File: src/rtl/frt_pkg.sv
package frt_pkg;

    parameter int DATA_W = 8;
    parameter int CNT_W  = 2 * DATA_W;
    parameter int ADDR_W = 3;

    localparam int TMR_FLAG_BIT = 6;
    localparam int ANY_FLAG_BIT = 7;
    localparam int WAVE_EN_BIT  = 0;

    typedef enum logic [ADDR_W-1:0] {
        REG_CNT_LO = 3'd0,
        REG_CNT_HI = 3'd1,
        REG_LAT_LO = 3'd2,
        REG_LAT_HI = 3'd3,
        REG_CTRL   = 3'd4,
        REG_FLAGS  = 3'd5,
        REG_IEN    = 3'd6,
        REG_NONE   = 3'd7
    } reg_sel_e;

    typedef struct packed {
        logic rd_cnt_lo;
        logic wr_lat_lo;
        logic wr_cnt_hi;
        logic wr_lat_hi;
        logic wr_ctrl;
        logic wr_flags;
        logic wr_ien;
    } access_t;

    function automatic access_t decode_access(input logic wr, input logic rd,
                                              input logic [ADDR_W-1:0] addr);
        access_t a;
        reg_sel_e sel;
        sel         = reg_sel_e'(addr);
        a           = '0;
        a.rd_cnt_lo = rd && (sel == REG_CNT_LO);
        a.wr_lat_lo = wr && ((sel == REG_CNT_LO) || (sel == REG_LAT_LO));
        a.wr_cnt_hi = wr && (sel == REG_CNT_HI);
        a.wr_lat_hi = wr && (sel == REG_LAT_HI);
        a.wr_ctrl   = wr && (sel == REG_CTRL);
        a.wr_flags  = wr && (sel == REG_FLAGS);
        a.wr_ien    = wr && (sel == REG_IEN);
        return a;
    endfunction

endpackage

File: src/rtl/frt_regs.sv
module frt_regs
    import frt_pkg::*;
#(
    parameter int DW = frt_pkg::DATA_W,
    parameter int CW = 2 * DW
) (
    input  logic          clk,
    input  logic          rst,
    input  access_t       acc,
    input  logic [DW-1:0] wdata,
    output logic [CW-1:0] latch,
    output logic [DW-1:0] ctrl,
    output logic [DW-1:0] ien
);

    logic [DW-1:0] lat_lo_q, lat_hi_q, ctrl_q, ien_q;

    always_ff @(posedge clk) begin
        if (rst) begin
            lat_lo_q <= '0;
            lat_hi_q <= '0;
            ctrl_q   <= '0;
            ien_q    <= '0;
        end else begin
            if (acc.wr_lat_lo)                  lat_lo_q <= wdata;
            if (acc.wr_lat_hi || acc.wr_cnt_hi) lat_hi_q <= wdata;
            if (acc.wr_ctrl)                    ctrl_q   <= wdata;
            if (acc.wr_ien)                     ien_q    <= wdata;
        end
    end

    assign latch = {lat_hi_q, lat_lo_q};
    assign ctrl  = ctrl_q;
    assign ien   = ien_q;

endmodule

File: src/rtl/frt_counter.sv
module frt_counter #(
    parameter int CW = frt_pkg::CNT_W
) (
    input  logic          clk,
    input  logic          rst,
    input  logic          tick,
    input  logic          load,
    input  logic [CW-1:0] load_val,
    input  logic [CW-1:0] latch,
    output logic [CW-1:0] cnt,
    output logic          timeout,
    output logic          reload_pend,
    output logic          armed
);

    logic [CW-1:0] cnt_q;
    logic          pend_q, armed_q;
    logic          step;

    assign step    = tick && armed_q && !load;
    assign timeout = step && !pend_q && (cnt_q == '0);

    always_ff @(posedge clk) begin
        if (rst) begin
            cnt_q   <= '0;
            pend_q  <= 1'b0;
            armed_q <= 1'b0;
        end else if (load) begin
            cnt_q   <= load_val;
            pend_q  <= 1'b0;
            armed_q <= 1'b1;
        end else if (step) begin
            if (pend_q) begin
                cnt_q  <= latch;
                pend_q <= 1'b0;
            end else if (cnt_q == '0) begin
                pend_q <= 1'b1;
            end else begin
                cnt_q <= cnt_q - CW'(1);
            end
        end
    end

    assign cnt         = cnt_q;
    assign reload_pend = pend_q;
    assign armed       = armed_q;

endmodule

File: src/rtl/frt_flags.sv
module frt_flags
    import frt_pkg::*;
#(
    parameter int DW = frt_pkg::DATA_W
) (
    input  logic          clk,
    input  logic          rst,
    input  access_t       acc,
    input  logic [DW-1:0] wdata,
    input  logic          timeout,
    input  logic          tmr_ien,
    output logic          flag,
    output logic          wave,
    output logic          irq_n
);

    logic flag_q, wave_q, clr;

    assign clr = acc.rd_cnt_lo || acc.wr_lat_hi || acc.wr_cnt_hi ||
                 (acc.wr_flags && wdata[TMR_FLAG_BIT]);

    always_ff @(posedge clk) begin
        if (rst) begin
            flag_q <= 1'b0;
            wave_q <= 1'b0;
        end else begin
            if (timeout)  flag_q <= 1'b1;
            else if (clr) flag_q <= 1'b0;
            if (timeout)  wave_q <= ~wave_q;
        end
    end

    assign flag  = flag_q;
    assign wave  = wave_q;
    assign irq_n = ~(flag_q && tmr_ien);

endmodule

File: src/rtl/frt_top.sv
module frt_top
    import frt_pkg::*;
#(
    parameter int DW = frt_pkg::DATA_W,
    parameter int AW = frt_pkg::ADDR_W
) (
    input  logic          clk,
    input  logic          rst,
    input  logic          tick,
    input  logic [AW-1:0] bus_addr,
    input  logic          bus_wr,
    input  logic          bus_rd,
    input  logic [DW-1:0] bus_wdata,
    output logic [DW-1:0] bus_rdata,
    input  logic          port_in,
    output logic          wave_pin,
    output logic          irq_n
);

    localparam int CW = 2 * DW;

    access_t       acc;
    logic [CW-1:0] latch, cnt, load_val;
    logic [DW-1:0] ctrl, ien, flags_rd;
    logic          timeout, reload_pend, armed, flag, wave, retrig, tmr_ien;

    assign acc      = decode_access(bus_wr, bus_rd, bus_addr);
    assign retrig   = acc.wr_cnt_hi;
    assign load_val = {bus_wdata, latch[DW-1:0]};
    assign tmr_ien  = ien[TMR_FLAG_BIT];

    frt_regs #(.DW(DW), .CW(CW)) i_regs (
        .clk(clk), .rst(rst), .acc(acc), .wdata(bus_wdata),
        .latch(latch), .ctrl(ctrl), .ien(ien)
    );

    frt_counter #(.CW(CW)) i_counter (
        .clk(clk), .rst(rst), .tick(tick), .load(retrig), .load_val(load_val),
        .latch(latch), .cnt(cnt), .timeout(timeout),
        .reload_pend(reload_pend), .armed(armed)
    );

    frt_flags #(.DW(DW)) i_flags (
        .clk(clk), .rst(rst), .acc(acc), .wdata(bus_wdata), .timeout(timeout),
        .tmr_ien(tmr_ien), .flag(flag), .wave(wave), .irq_n(irq_n)
    );

    always_comb begin
        flags_rd               = '0;
        flags_rd[TMR_FLAG_BIT] = flag;
        flags_rd[ANY_FLAG_BIT] = flag && tmr_ien;
    end

    always_comb begin
        case (reg_sel_e'(bus_addr))
            REG_CNT_LO: bus_rdata = cnt[DW-1:0];
            REG_CNT_HI: bus_rdata = cnt[CW-1:DW];
            REG_LAT_LO: bus_rdata = latch[DW-1:0];
            REG_LAT_HI: bus_rdata = latch[CW-1:DW];
            REG_CTRL:   bus_rdata = ctrl;
            REG_FLAGS:  bus_rdata = flags_rd;
            REG_IEN:    bus_rdata = ien;
            default:    bus_rdata = '0;
        endcase
    end

    assign wave_pin = ctrl[WAVE_EN_BIT] ? wave : port_in;

endmodule

File: config.mk
export PLATFORM = sky130hd
export DESIGN_NAME = frt_top
export DESIGN_NICKNAME = d
export VERILOG_FILES = /design/src/rtl/frt_pkg.sv /design/src/rtl/frt_regs.sv /design/src/rtl/frt_counter.sv /design/src/rtl/frt_flags.sv /design/src/rtl/frt_top.sv
export SDC_FILE = /design/constraint.sdc
export NUM_CORES = 1
export LEC_CHECK = 0
export BUFFER_PORTS_ARGS = -buffer_cell sky130_fd_sc_hd__buf_2
export CORE_MARGIN = 5
export CORE_UTILIZATION = 45
export CTS_BUF_LIST = sky130_fd_sc_hd__clkbuf_2
export DETAILED_ROUTE_END_ITERATION = 10
export HOLD_SLACK_MARGIN = 0.12
export PLACE_DENSITY = 0.7
export SLEW_MARGIN = 20
export SYNTH_ARGS = -nofsm -noshare
export SYNTH_HDL_FRONTEND = slang
export SYNTH_SLANG_ARGS = --single-unit
File: constraint.sdc
create_clock -name clk -period 2.5 [get_ports clk]
set_input_delay 0.25 -clock clk [delete_from_list [all_inputs] [get_ports clk]]
set_output_delay 0.25 -clock clk [all_outputs]
set_load 0.01 [all_outputs]
==> out/metrics.yaml <==
outcome:
  status: "complete, no violations"
synthesis:
  synth_enable_flop_cells: 0
  yosysTopAreaCell: "sky130_fd_sc_hd__dfxtp_1"
  synth_async_sr_flop_share_pct: 0
  portion_of_the_post_synthesis_area_used_by_sequential_elements_pct: 35.2
  synth-compound-area-share_pct: 21.3
  post_synth_instance_area_mm2: 0.00296
  yosys.cell_count.top_type: "sky130_fd_sc_hd__nand2_1"
  synth_simple_gate_area_share_pct: 26.9
  synth_top_area_share_pct: 35.2
  ys_top_cells_by_count: "sky130_fd_sc_hd__nand2_1, sky130_fd_sc_hd__dfxtp_1, sky130_fd_sc_hd__a21oi_1, sky130_fd_sc_hd__nor2_1, sky130_fd_sc_hd__mux2i_1"
  synth-main-ff-cell: "sky130_fd_sc_hd__dfxtp_1"
  syn_area_per_cell_um2: 7.77
  synth_fa_ha_area_share_pct: 0.423
  synth-warning-count: 0
  synth.distinct_cells: 58
  cells_taking_the_most_area_after_synthesis: "sky130_fd_sc_hd__dfxtp_1, sky130_fd_sc_hd__nand2_1, sky130_fd_sc_hd__mux2i_1"
  syn-instance-count: 381
  yosys_register_bits: 52
  synthMuxAreaShare_pct: 8.92
  synth_top_family_by_area: "simple AND/OR/NAND/NOR gates"
  synth_xor_xnor_area_share_pct: 2.37
  postSynthNetCount: 399
cts:
  clkSlewWorstSetupHoldPaths_ns: 0.29
  cts_tree: "yes"
  clockBufferDepth: 2
  clkLatencyLatePin_ns: 0.46
  htree_num_levels: 2
  postCtsSetupBuffers: 0
  cts_root_buffer: "sky130_fd_sc_hd__clkbuf_2"
  cts_resized: 0
  cts_hold_repair.buffers: 8
  cts.sink_count: 52
  numCtsBuffers: 5
timing:
  worst_setup_margin_ns: 0.346
  max-slew-margin-rel_pct: 39.6
  period_share_pct: 86.2
  worst-slew-pin-transition_ns: 0.904
  grt_setup_unrepaired: "false"
  final_hold_viol_count: 0
  fmax_mhz: 464
  clock-skew-final_ns: 0.0318
  maxSlewViolCount: 0
  timing.final.crit_period_ns: 2.15
  fin_tns_setup_ns: 0
  report.final.setup_viol: 0
cells_and_area:
  multi_input_area_mm2: 0.00179
  final_stage_net_count: 419
  area_growth_pct: 11.1
  n_antenna_cell: 0
  ff_latch_area_mm2: 0.00104
  fillCellCount: 608
  drive_above_1_share_pct: 14.7
pwr:
  comb_power_share_pct: 23.1
  power_report.internal_total_mw: 1.20
  finalPower_mw: 1.76
  vdd_ir_drop_max_mv: 0.270
  sequentialPowerShare_pct: 51.3
  power_switching_mw: 0.561
  p_leak_nw: 1.21
  p_per_area_mw_per_mm2: 534
  p_clk_share_pct: 25.6
  p_sw_share_pct: 31.9
floorplan:
  num_rows: 29
  coreArea_mm2: 0.00639
  die_width_um: 91.1
  vertical_extent_of_the_die_um: 91.1
  ioPinCount: 27
  floorplan.die_area_mm2: 0.00830
  floorplan.initialDensity_pct: 46.4
route:
  tritonroute_pass_1_iters: 5
  drt-wirelength-per-cell_um: 18.2
  finalWirelength_mm: 8.71
  drt_first_iter_violations: 272
  drt.antenna.violating_nets: 0
  drc: 0
  viasPerCell: 6.17
  dr_total_vias: 2955
place:
  gp_congestion: 0.936
  hpwlAfterDp_mm: 6.28
  place.port_buffers: 26
  placement.setup.worst_slack_ns: 0.262
global_route:
  grt_start_max_net_pins: 29
  first_global_vias: 2635
  globalRouteTotalUtil_pct: 20.5
  grt_first_pass_wirelength_mm: 13.8
  antenna_found_initial: 0
  gr-total-overflow: 0
critical_path:
  start_kind: "primary input"
  critical_path.max_fanout: 15
  worst_ep_required_time_ns: 2.25
  timing_worst_setup_path_type: "in2out"
  worst_setup_path_end_kind: "primary output"
  timing.critical_path.arrival_ns: 1.90
hold_path:
  timing.hold.worst.class: "in2reg"
run:
  number_of_maximum_capacitance_constraint_violations: 0
==> metal layers <==
layer,track usage (%),routed length [µm],vias up
li1,-,-,1398
met1,28.9,3810,1411
met2,31.6,4150,124
met3,2.56,510,22
met4,8.68,235,0
met5,0,0,-
==> final timing paths <==
kind / startpoint / end / slack (ns) / cells past startpoint
max reg2reg: i_counter.cnt[0] / i_counter.cnt[9] / 0.39 / 6
max: bus_addr[0] / bus_rdata[3] / 0.35 / 5
min reg2reg: i_regs.ctrl[1] / i_regs.ctrl[1] / 0.48 / 2
min: bus_rd / i_flags.flag / 0.16 / 4
==> placed cells by master, fill, tap and decap left out, types with 3 or more instances in the layout <==
master                          netlist  routed
sky130_fd_sc_hd__nand2_1             62      62
sky130_fd_sc_hd__dfxtp_1             52      52
sky130_fd_sc_hd__a21oi_1             45      45
sky130_fd_sc_hd__nor2_1              39      39
sky130_fd_sc_hd__buf_2                7      26
sky130_fd_sc_hd__mux2i_1             23      23
sky130_fd_sc_hd__nand3_1             14      14
sky130_fd_sc_hd__o21ai_0             13      13
sky130_fd_sc_hd__nor3_1               9       9
sky130_fd_sc_hd__dlygate4sd3_1        0       8
sky130_fd_sc_hd__buf_4                1       8
sky130_fd_sc_hd__inv_1                6       6
sky130_fd_sc_hd__nor2b_1              5       5
sky130_fd_sc_hd__a31oi_1              5       5
sky130_fd_sc_hd__xor2_1               5       5
sky130_fd_sc_hd__o21ai_1              5       5
sky130_fd_sc_hd__clkbuf_2             0       5
sky130_fd_sc_hd__o22ai_1              4       4
sky130_fd_sc_hd__nand4_1              4       4
sky130_fd_sc_hd__o21a_1               4       4
sky130_fd_sc_hd__a211oi_1             4       4
sky130_fd_sc_hd__nand2b_1             3       3
sky130_fd_sc_hd__a221oi_1             3       3
sky130_fd_sc_hd__mux2_2               3       3
sky130_fd_sc_hd__nor4_2               3       3
sky130_fd_sc_hd__xnor2_1              3       3
==> power by group through the flow <==
stage	Clock, mW	Combinational, mW	Sequential (mW)
after global routing	0.487	0.444	0.906
after floorplan	0	0.299	0.899
after global placement	0	0.383	0.914
after CTS	0.454	0.403	0.900
after detailed placement	0	0.390	0.915
final	0.450	0.406	0.901
==> area by class of cell <==
class | instances | share of cell area, %
clock buffer | 5 | 0.761
clock inverter | 3 | 1.29
inverter | 6 | 0.685
multi-input combinational | 294 | 54.5
sequential | 52 | 31.7
tap | 77 | 2.93
timing repair buffer | 42 | 8.22
==> state kept, by name, summed over array words and instances, names as in the netlist <==
| signal | count |
|---|---|
| i_counter.reload_pend | 1 |
| i_flags.flag | 1 |
| i_counter.armed | 1 |
| i_regs.ien | 8 |
| i_regs.ctrl | 8 |
| i_regs.lat_lo_q | 8 |
| i_counter.cnt | 16 |
| i_regs.lat_hi_q | 8 |
| i_flags.wave | 1 |
==> critical path, cell delays in order <==
cell and delay, ns:
sky130_fd_sc_hd__buf_2 0.26, sky130_fd_sc_hd__nor2b_1 0.77, sky130_fd_sc_hd__a221oi_1 0.23, sky130_fd_sc_hd__o32ai_1 0.19, sky130_fd_sc_hd__buf_2 0.19
==> metrics by stage <==
step / util, % / hold WS (ns) / instances / cell area, µm²
final: 51.5 / 0.159 / 479 / 3290
after global routing: 51.5 / 0.145 / 479 / 3290
after CTS: 51.5 / 0.143 / 479 / 3290
after detailed placement: 49.2 / 0.452 / 463 / 3140
after global placement: 49.2 / 0.444 / 463 / 3140
after floorplan: - / 0.386 / 381 / 2960
==> cells by family after synthesis <==
family	count (synthesis)
flip-flops	52
adder cells (fa/ha/maj)	1
buffers and inverters	35
multiplexers	26
XOR/XNOR	8
AO/OA/AOI/OAI	101
AND/OR/NAND/NOR	158
Note: power is estimated with default switching activity, not from simulation.
